--- src/rtl/div_pkg.sv ---
package div_pkg;

    typedef enum logic [2:0] {
        ST_IDLE = 3'd0,
        ST_PRE  = 3'd1,
        ST_ITER = 3'd2,
        ST_FIX  = 3'd3,
        ST_DONE = 3'd4
    } div_state_t;

endpackage

--- src/rtl/div_magnitude.sv ---
module div_magnitude #(
    parameter int W = 32
) (
    input  logic [W-1:0] value,
    input  logic         is_signed,
    output logic [W-1:0] mag,
    output logic         neg
);

    always_comb begin
        neg = is_signed & value[W-1];
        mag = neg ? (~value + {{(W-1){1'b0}}, 1'b1}) : value;
    end

endmodule

--- src/rtl/div_trial.sv ---
module div_trial #(
    parameter int W = 32
) (
    input  logic [W:0]   partial,
    input  logic [W-1:0] divisor,
    output logic [W-1:0] diff,
    output logic         fits
);

    logic [W+1:0] wide_diff;
    logic         unused_mid;

    always_comb begin
        wide_diff  = {1'b0, partial} - {2'b00, divisor};
        fits       = ~wide_diff[W+1];
        diff       = wide_diff[W-1:0];
        unused_mid = wide_diff[W];
    end

endmodule

--- src/rtl/div_negate.sv ---
module div_negate #(
    parameter int W = 32
) (
    input  logic [W-1:0] value,
    input  logic         neg,
    output logic [W-1:0] result
);

    always_comb begin
        result = neg ? (~value + {{(W-1){1'b0}}, 1'b1}) : value;
    end

endmodule

--- src/rtl/restoring_divider.sv ---
module restoring_divider
    import div_pkg::*;
#(
    parameter int W = 32
) (
    input  logic         clk,
    input  logic         rst_n,
    input  logic         start,
    input  logic         is_signed,
    input  logic [W-1:0] dividend,
    input  logic [W-1:0] divisor,
    output logic         busy,
    output logic         done,
    output logic [W-1:0] quotient,
    output logic [W-1:0] remainder
);

    localparam int AW = 2 * W + 1;
    localparam int CW = (W > 1) ? $clog2(W) : 1;
    localparam logic [CW-1:0] LAST_STEP = CW'(W - 1);

    div_state_t state_q, state_d;

    logic [AW-1:0] acc_q;
    logic [W-1:0]  dvr_q;
    logic [CW-1:0] step_q;
    logic          negq_q, negr_q;
    logic [W-1:0]  quo_q, rem_q;

    logic [W-1:0]  mag_a, mag_b;
    logic          neg_a, neg_b;
    logic [W-1:0]  trial_diff;
    logic          trial_fits;
    logic [W-1:0]  rem_corrected;
    logic [W-1:0]  quo_signed, rem_signed;

    div_magnitude #(.W(W)) u_mag_a (
        .value     (dividend),
        .is_signed (is_signed),
        .mag       (mag_a),
        .neg       (neg_a)
    );

    div_magnitude #(.W(W)) u_mag_b (
        .value     (divisor),
        .is_signed (is_signed),
        .mag       (mag_b),
        .neg       (neg_b)
    );

    div_trial #(.W(W)) u_trial (
        .partial (acc_q[AW-1:W]),
        .divisor (dvr_q),
        .diff    (trial_diff),
        .fits    (trial_fits)
    );

    // upper part moved back right by one: drop its lowest bit
    assign rem_corrected = acc_q[AW-1:W+1];

    div_negate #(.W(W)) u_neg_q (
        .value  (acc_q[W-1:0]),
        .neg    (negq_q),
        .result (quo_signed)
    );

    div_negate #(.W(W)) u_neg_r (
        .value  (rem_corrected),
        .neg    (negr_q),
        .result (rem_signed)
    );

    // state register
    always_ff @(posedge clk or negedge rst_n) begin
        if (!rst_n) state_q <= ST_IDLE;
        else        state_q <= state_d;
    end

    // transitions
    always_comb begin
        state_d = state_q;
        unique case (state_q)
            ST_IDLE: if (start) state_d = ST_PRE;
            ST_PRE:  state_d = ST_ITER;
            ST_ITER: if (step_q == LAST_STEP) state_d = ST_FIX;
            ST_FIX:  state_d = ST_DONE;
            ST_DONE: state_d = ST_IDLE;
            default: state_d = ST_IDLE;
        endcase
    end

    // datapath
    always_ff @(posedge clk or negedge rst_n) begin
        if (!rst_n) begin
            acc_q  <= '0;
            dvr_q  <= '0;
            step_q <= '0;
            negq_q <= 1'b0;
            negr_q <= 1'b0;
            quo_q  <= '0;
            rem_q  <= '0;
        end else begin
            unique case (state_q)
                ST_IDLE: begin
                    if (start) begin
                        acc_q  <= {{(W+1){1'b0}}, mag_a};
                        dvr_q  <= mag_b;
                        negq_q <= neg_a ^ neg_b;
                        negr_q <= neg_a;
                    end
                end
                ST_PRE: begin
                    acc_q  <= {acc_q[AW-2:0], 1'b0};
                    step_q <= '0;
                end
                ST_ITER: begin
                    if (trial_fits) acc_q <= {trial_diff, acc_q[W-1:0], 1'b1};
                    else            acc_q <= {acc_q[AW-2:0], 1'b0};
                    step_q <= step_q + 1'b1;
                end
                ST_FIX: begin
                    quo_q <= quo_signed;
                    rem_q <= rem_signed;
                end
                ST_DONE: begin
                end
                default: begin
                end
            endcase
        end
    end

    // outputs
    always_comb begin
        busy      = (state_q != ST_IDLE);
        done      = (state_q == ST_DONE);
        quotient  = quo_q;
        remainder = rem_q;
    end

endmodule

--- config.mk ---
export PLATFORM = sky130hd
export DESIGN_NAME = restoring_divider
export DESIGN_NICKNAME = d
export VERILOG_FILES = /design/src/rtl/div_pkg.sv /design/src/rtl/div_magnitude.sv /design/src/rtl/div_trial.sv /design/src/rtl/div_negate.sv /design/src/rtl/restoring_divider.sv
export SDC_FILE = /design/constraint.sdc
export NUM_CORES = 1
export LEC_CHECK = 0
export BUFFER_PORTS_ARGS = -buffer_cell sky130_fd_sc_hd__buf_2
export CORE_MARGIN = 2
export CORE_UTILIZATION = 35
export DETAILED_ROUTE_END_ITERATION = 10
export HOLD_SLACK_MARGIN = 0.06
export PLACE_DENSITY = 0.55
export SYNTH_ARGS = -nofsm -noshare
export SYNTH_HDL_FRONTEND = slang
export SYNTH_SLANG_ARGS = --single-unit
export TNS_END_PERCENT = 100
--- constraint.sdc ---
create_clock -name clk -period 5.8 [get_ports clk]
set_input_delay 1.16 -clock clk [delete_from_list [all_inputs] [get_ports clk]]
set_output_delay 1.16 -clock clk [all_outputs]
set_load 0.05 [all_outputs]
# Yosys cells after proc, flatten, opt, wreduce, memory -nomap -nowiden
# Cells that the tools add are included.
dict set report word_totals {
  reg_bits 171
  in_bits 68
  wordCells 46
}
dict set report op_classes {
  bitwise_logic 7
  add_sub_neg 6
  reduce_logical 7
  muxes 11
  eq_ne 7
}
# op count
set ops {}
lappend ops {{$pmux 65 s3} 1}
lappend ops {{$mux 65} 2}
lappend ops {{$add 32x1->32 const B} 4}
lappend ops {{$mux 32} 4}
lappend ops {{$not 32->32} 4}
lappend ops {{$sub 33x32->34} 1}
lappend ops {{$pmux 3 s4} 1}
lappend ops {{$pmux 5 s2} 1}
lappend ops {{$eq 3x2->1 const B} 2}
lappend ops {{$mux 3} 2}
lappend ops {{$reduce_and 2->1} 3}
lappend ops {{$reduce_bool 3->1} 2}
lappend ops {{$add 5x1->5 const B} 1}
lappend ops {{$eq 5x5->1 const B} 1}
lappend ops {{$ne 2x2->1 const B} 2}
lappend ops {{$eq 3x1->1 const B} 1}
lappend ops {{$eq 3x3->1 const B} 1}
lappend ops {{$logic_not 3->1} 1}
lappend ops {{$and 1x1->1} 2}
lappend ops {{$reduce_bool 2->1} 1}
lappend ops {{$xor 1x1->1} 1}

# Longest topological paths before layout
dict set report logic_depth {
  ltp_word 5
  ltp_mapped 14
  depth_no_buf 13
}

# Hierarchy
# Synthesis repeated with hierarchy kept, for this count alone.
dict set report unflattened {
  cells_unflattened 1353
  area_unflattened_um2 12540.8
}
# mod area_each_um2 n_inst cells_each seq_area_each_um2
set by_module_without_submodules {}
lappend by_module_without_submodules {restoring_divider 7518.5 1 646 4279.1}
lappend by_module_without_submodules {div_trial 2054.5 1 297 0.0}
lappend by_module_without_submodules {div_negate 777.0 2 99 0.0}
lappend by_module_without_submodules {div_magnitude 706.9 2 106 0.0}

# Least setup slack after synthesis
# OpenSTA, ideal clock, no wires.
dict set report synth_timing {
  path_kind {input -> register}
  from {input dividend[3]}
  to {register acc_q[24]}
  setup_slack_ps 1827
  arrival_ps 3846
  setup_ps 127
  cell_stages 8
  path_cell_list {or4_1 or4_1 or3_1 or4_1 or3_1 o41ai_1 or3_1 nand3_1}
}
dict set report synth_between {
  elab_chain_cells 5
}
# element line_no
set synth_rtl {}
lappend synth_rtl {{start, declared} restoring_divider.sv:10} ;# input logic [W-1:0] dividend,
lappend synth_rtl {{$not 32->32} div_magnitude.sv:12} ;# mag = neg ? (~value + {{(W-1){1'b0}}, 1'b1}) : value;
lappend synth_rtl {{$add 32x1->32} div_magnitude.sv:12}
lappend synth_rtl {{$mux 32} div_magnitude.sv:12}
lappend synth_rtl {{$mux 65} restoring_divider.sv:105} ;# if (start) begin
lappend synth_rtl {{$pmux 65 s3} restoring_divider.sv:103} ;# unique case (state_q)
lappend synth_rtl {{end signal, assigned} restoring_divider.sv:106} ;# acc_q <= {{(W+1){1'b0}}, mag_a};
lappend synth_rtl {{end signal, assigned} restoring_divider.sv:113} ;# acc_q <= {acc_q[AW-2:0], 1'b0};
lappend synth_rtl {{end signal, assigned} restoring_divider.sv:117} ;# if (trial_fits) acc_q <= {trial_diff, acc_q[W-1:0], 1'b1};
lappend synth_rtl {{end, declared} restoring_divider.sv:24} ;# logic [AW-1:0] acc_q;
# Every way passes these cells. The select of a mux whose other input is x is not followed.
# A chain may end at the register's enable or synchronous reset.

# Worst setup path in the final report
# Ends and elaborated chain as after synthesis.

==> results.json <==
{
  "dieArea_um2": 32200,
  "arrival_ns": 4.25,
  "cts_hold_buffers": 0,
  "hp-start": "quotient[14]",
  "ys_warn_count": 0,
  "clk_pin_slew_worst_paths_ns": 0.07,
  "dp_hpwl_um": 20800,
  "finalNetCount": 1475,
  "routed_wl_um": 28100,
  "instances_no_fill": 1777,
  "met2_usage_pct": 24.5,
  "pin_count": 134,
  "first_pass_iters": 5,
  "use_met1_pct": 27.3,
  "place_congestion": 0.832,
  "antenna_left": 0,
  "synth_top_flop_cell": "dfrtp_1",
  "diodes": 0,
  "crit_path_start_kind": "input port",
  "max_freq_mhz": 254,
  "layout-area-overhead-vs-synth_pct": 15.0,
  "tightest_slew_ns": 1.12,
  "vias": 9179,
  "design_area_um2": 12400,
  "fin_util_pct": 40.7,
  "startpoint": "dividend[3]",
  "netlist_top_cells_count": "194 x o21ai_0, 184 x nand2_1, 171 x dfrtp_1, 104 x xor2_1, 72 x a21oi_1",
  "skew_ns": 0.0140,
  "met3_usage_pct": 4.19,
  "synth-seq-cells": 171,
  "drv_slew": 0,
  "die_height_um": 180,
  "grt_pass1_wl_um": 47200,
  "routedWlPerCell_um": 15.8,
  "port_buffers": 133,
  "finalCritPeriodShare_pct": 67.8,
  "avgSynthCellArea_um2": 8.52,
  "slew_headroom_pct": 25.4,
  "grt.busiest_layer": "met1",
  "synth.top_cell.area_share_pct": 39.7,
  "synth_cell_types": 58,
  "end_kind": "register",
  "ir_drop_uv": 220,
  "yosysTopAreaCell": "dfrtp_1",
  "hp-class": "register to register",
  "p_leak_nw": 5.82,
  "synth-edff-count": 0,
  "hold_violations": 0,
  "grt_max_degree": 172,
  "numCtsBuffers": 17,
  "drt_iter0_drc": 614,
  "vias_per_cell": 5.17,
  "ys_seq_area_share_pct": 39.7,
  "post_cts_resized": 0,
  "outcome": "finished clean",
  "crit_type": "input port to register",
  "grtUsageTotal_pct": 17.8,
  "cts_htree_levels": 4,
  "clk_path_buf_depth": 2,
  "initial_utilization_pct": 35.4,
  "chipWidth_um": 180,
  "drive_gt1_share_pct": 13.6,
  "final.min_clock_period_ns": 3.93,
  "cts-root-buf": "clkbuf_16",
  "cp_slowest_cell": "or4_1",
  "synthCells": 1267,
  "cts.sinks": 171,
  "drc": 0,
  "cpPeakStageDelay_ns": 0.58,
  "tns_ns": 0,
  "worstPathRequired_ns": 6.12,
  "synthesis.area_um2": 10800,
  "pwr_density_cell_nw_per_um2": 595,
  "post-cts-setup-buffer-count": 0,
  "cts_tree": "built",
  "drv_cap": 0,
  "finalSetupViolCount": 0,
  "grt_pass1_vias": 8794,
  "cp_max_fo": 5,
  "p_total_mw": 7.39,
  "synth_most_common_cell": "o21ai_0",
  "async_flop_share_pct": 100,
  "dpl_cell_area_um2": 11800,
  "endpoint": "acc_q[24]",
  "core_area_um2": 30500,
  "path_cells": "buf_2 -> or4_1 -> or4_1 -> or3_1 -> or4_1 -> or3_1 -> o41ai_1 -> or3_1 -> nand3_1",
  "rr_worst_depth": 9,
  "antenna_found_initial": 0,
  "r2r_start": "acc_q[5]",
  "rsz0062_at_grt": "no",
  "placed_cells": 1745,
  "r2r_setup_slack_ns": 2.14,
  "grt_overflow": 0,
  "num_rows": 64,
  "r2r-end": "quotient[29]",
  "clock_latency_ns": 0.44,
  "syn_nets": 1374,
  "synth_area_leaders": "dfrtp_1 40%, o21ai_0 9.0%, xor2_1 8.4%"
}
[routing by layer]
metal  wire length, um  vias up
li1                  -     4703
met1             14900     4249
met2             11300      201
met3              1430       26
met4               471        0
met5                 0        -
[registers in the layout (all words and copies together) (netlist names)]
| register | flops |
|---|---|
| acc_q | 65 |
| dvr_q | 32 |
| negq_q | 1 |
| negr_q | 1 |
| quotient | 32 |
| remainder | 32 |
| state_q | 3 |
| step_q | 5 |
[cell families (layout without fill, tap and decap cells)]
kind of cell               Yosys count  in the layout  synth area share, %
xor gates and xnor gates           141            141                 11.4
DFF                                171            171                 39.7
buffers and inverters              131            245                 4.64
AOI/OAI and AO/OA                  415            415                 23.4
adders and majority gates           39             39                 4.59
and+or+nand+nor                    366            366                 15.9
muxes                                4              4                0.383
[worst max-delay path: cells and delay by family]
kind	cells	cell delay [ns]
AOI/OAI and AO/OA	1	0.32
and+or+nand+nor	7	2.65
buffers and inverters	1	0.12
[layout by cell type, fill, tap and decap left out, types with 7 or more instances in the layout]
cell type / instances
nand2_1: 184
buf_2: 132
clkbuf_16: 17
or4_1: 16
o41ai_1: 14
nor3_1: 16
o31ai_1: 29
a21oi_1: 72
a222oi_1: 17
a21o_1: 16
o21ai_0: 194
ha_1: 38
or3_1: 18
a22oi_1: 25
a31oi_1: 9
xnor2_1: 37
and2_1: 7
inv_1: 68
nand3_1: 17
xor2_1: 104
buf_4: 10
nor4_1: 8
nand2b_1: 8
nor2_1: 62
dfrtp_1: 171
[final cells by class]
cell class / instances / area (um2)
fill: 3113 / 18100
tap: 396 / 495
inverter: 69 / 259
timing repair buffer: 144 / 767
multi-input combinational: 965 / 6030
clock inverter: 12 / 138
clock buffer: 20 / 447
sequential: 171 / 4280
[per-stage QoR]
step           setup WS [ns]  hold slack (ns)
2_1_floorplan           1.83            0.449
5_1_grt                 1.70            0.502
6_report                1.87            0.472
3_5_place_dp            1.45            0.465
4_1_cts                 1.90            0.479
3_3_place_gp            1.45            0.458
[worst min path at each step]
stage | to | slack, ns | cells past startpoint
4_1_cts | quotient[14] | 0.48 | 2
6_report | quotient[14] | 0.47 | 2
3_5_place_dp | remainder[13] | 0.46 | 2
3_3_place_gp | remainder[20] | 0.46 | 2
5_1_grt | remainder[13] | 0.50 | 2
2_1_floorplan | step_q[3] | 0.45 | 1
[where the power goes]
part	switching, mW	internal [mW]	total (mW)
Clock	0.498	0.652	1.15
Sequential	0.529	1.67	2.20
Combinational	2.67	1.37	4.04
Note: power is estimated with default switching activity, not from simulation.
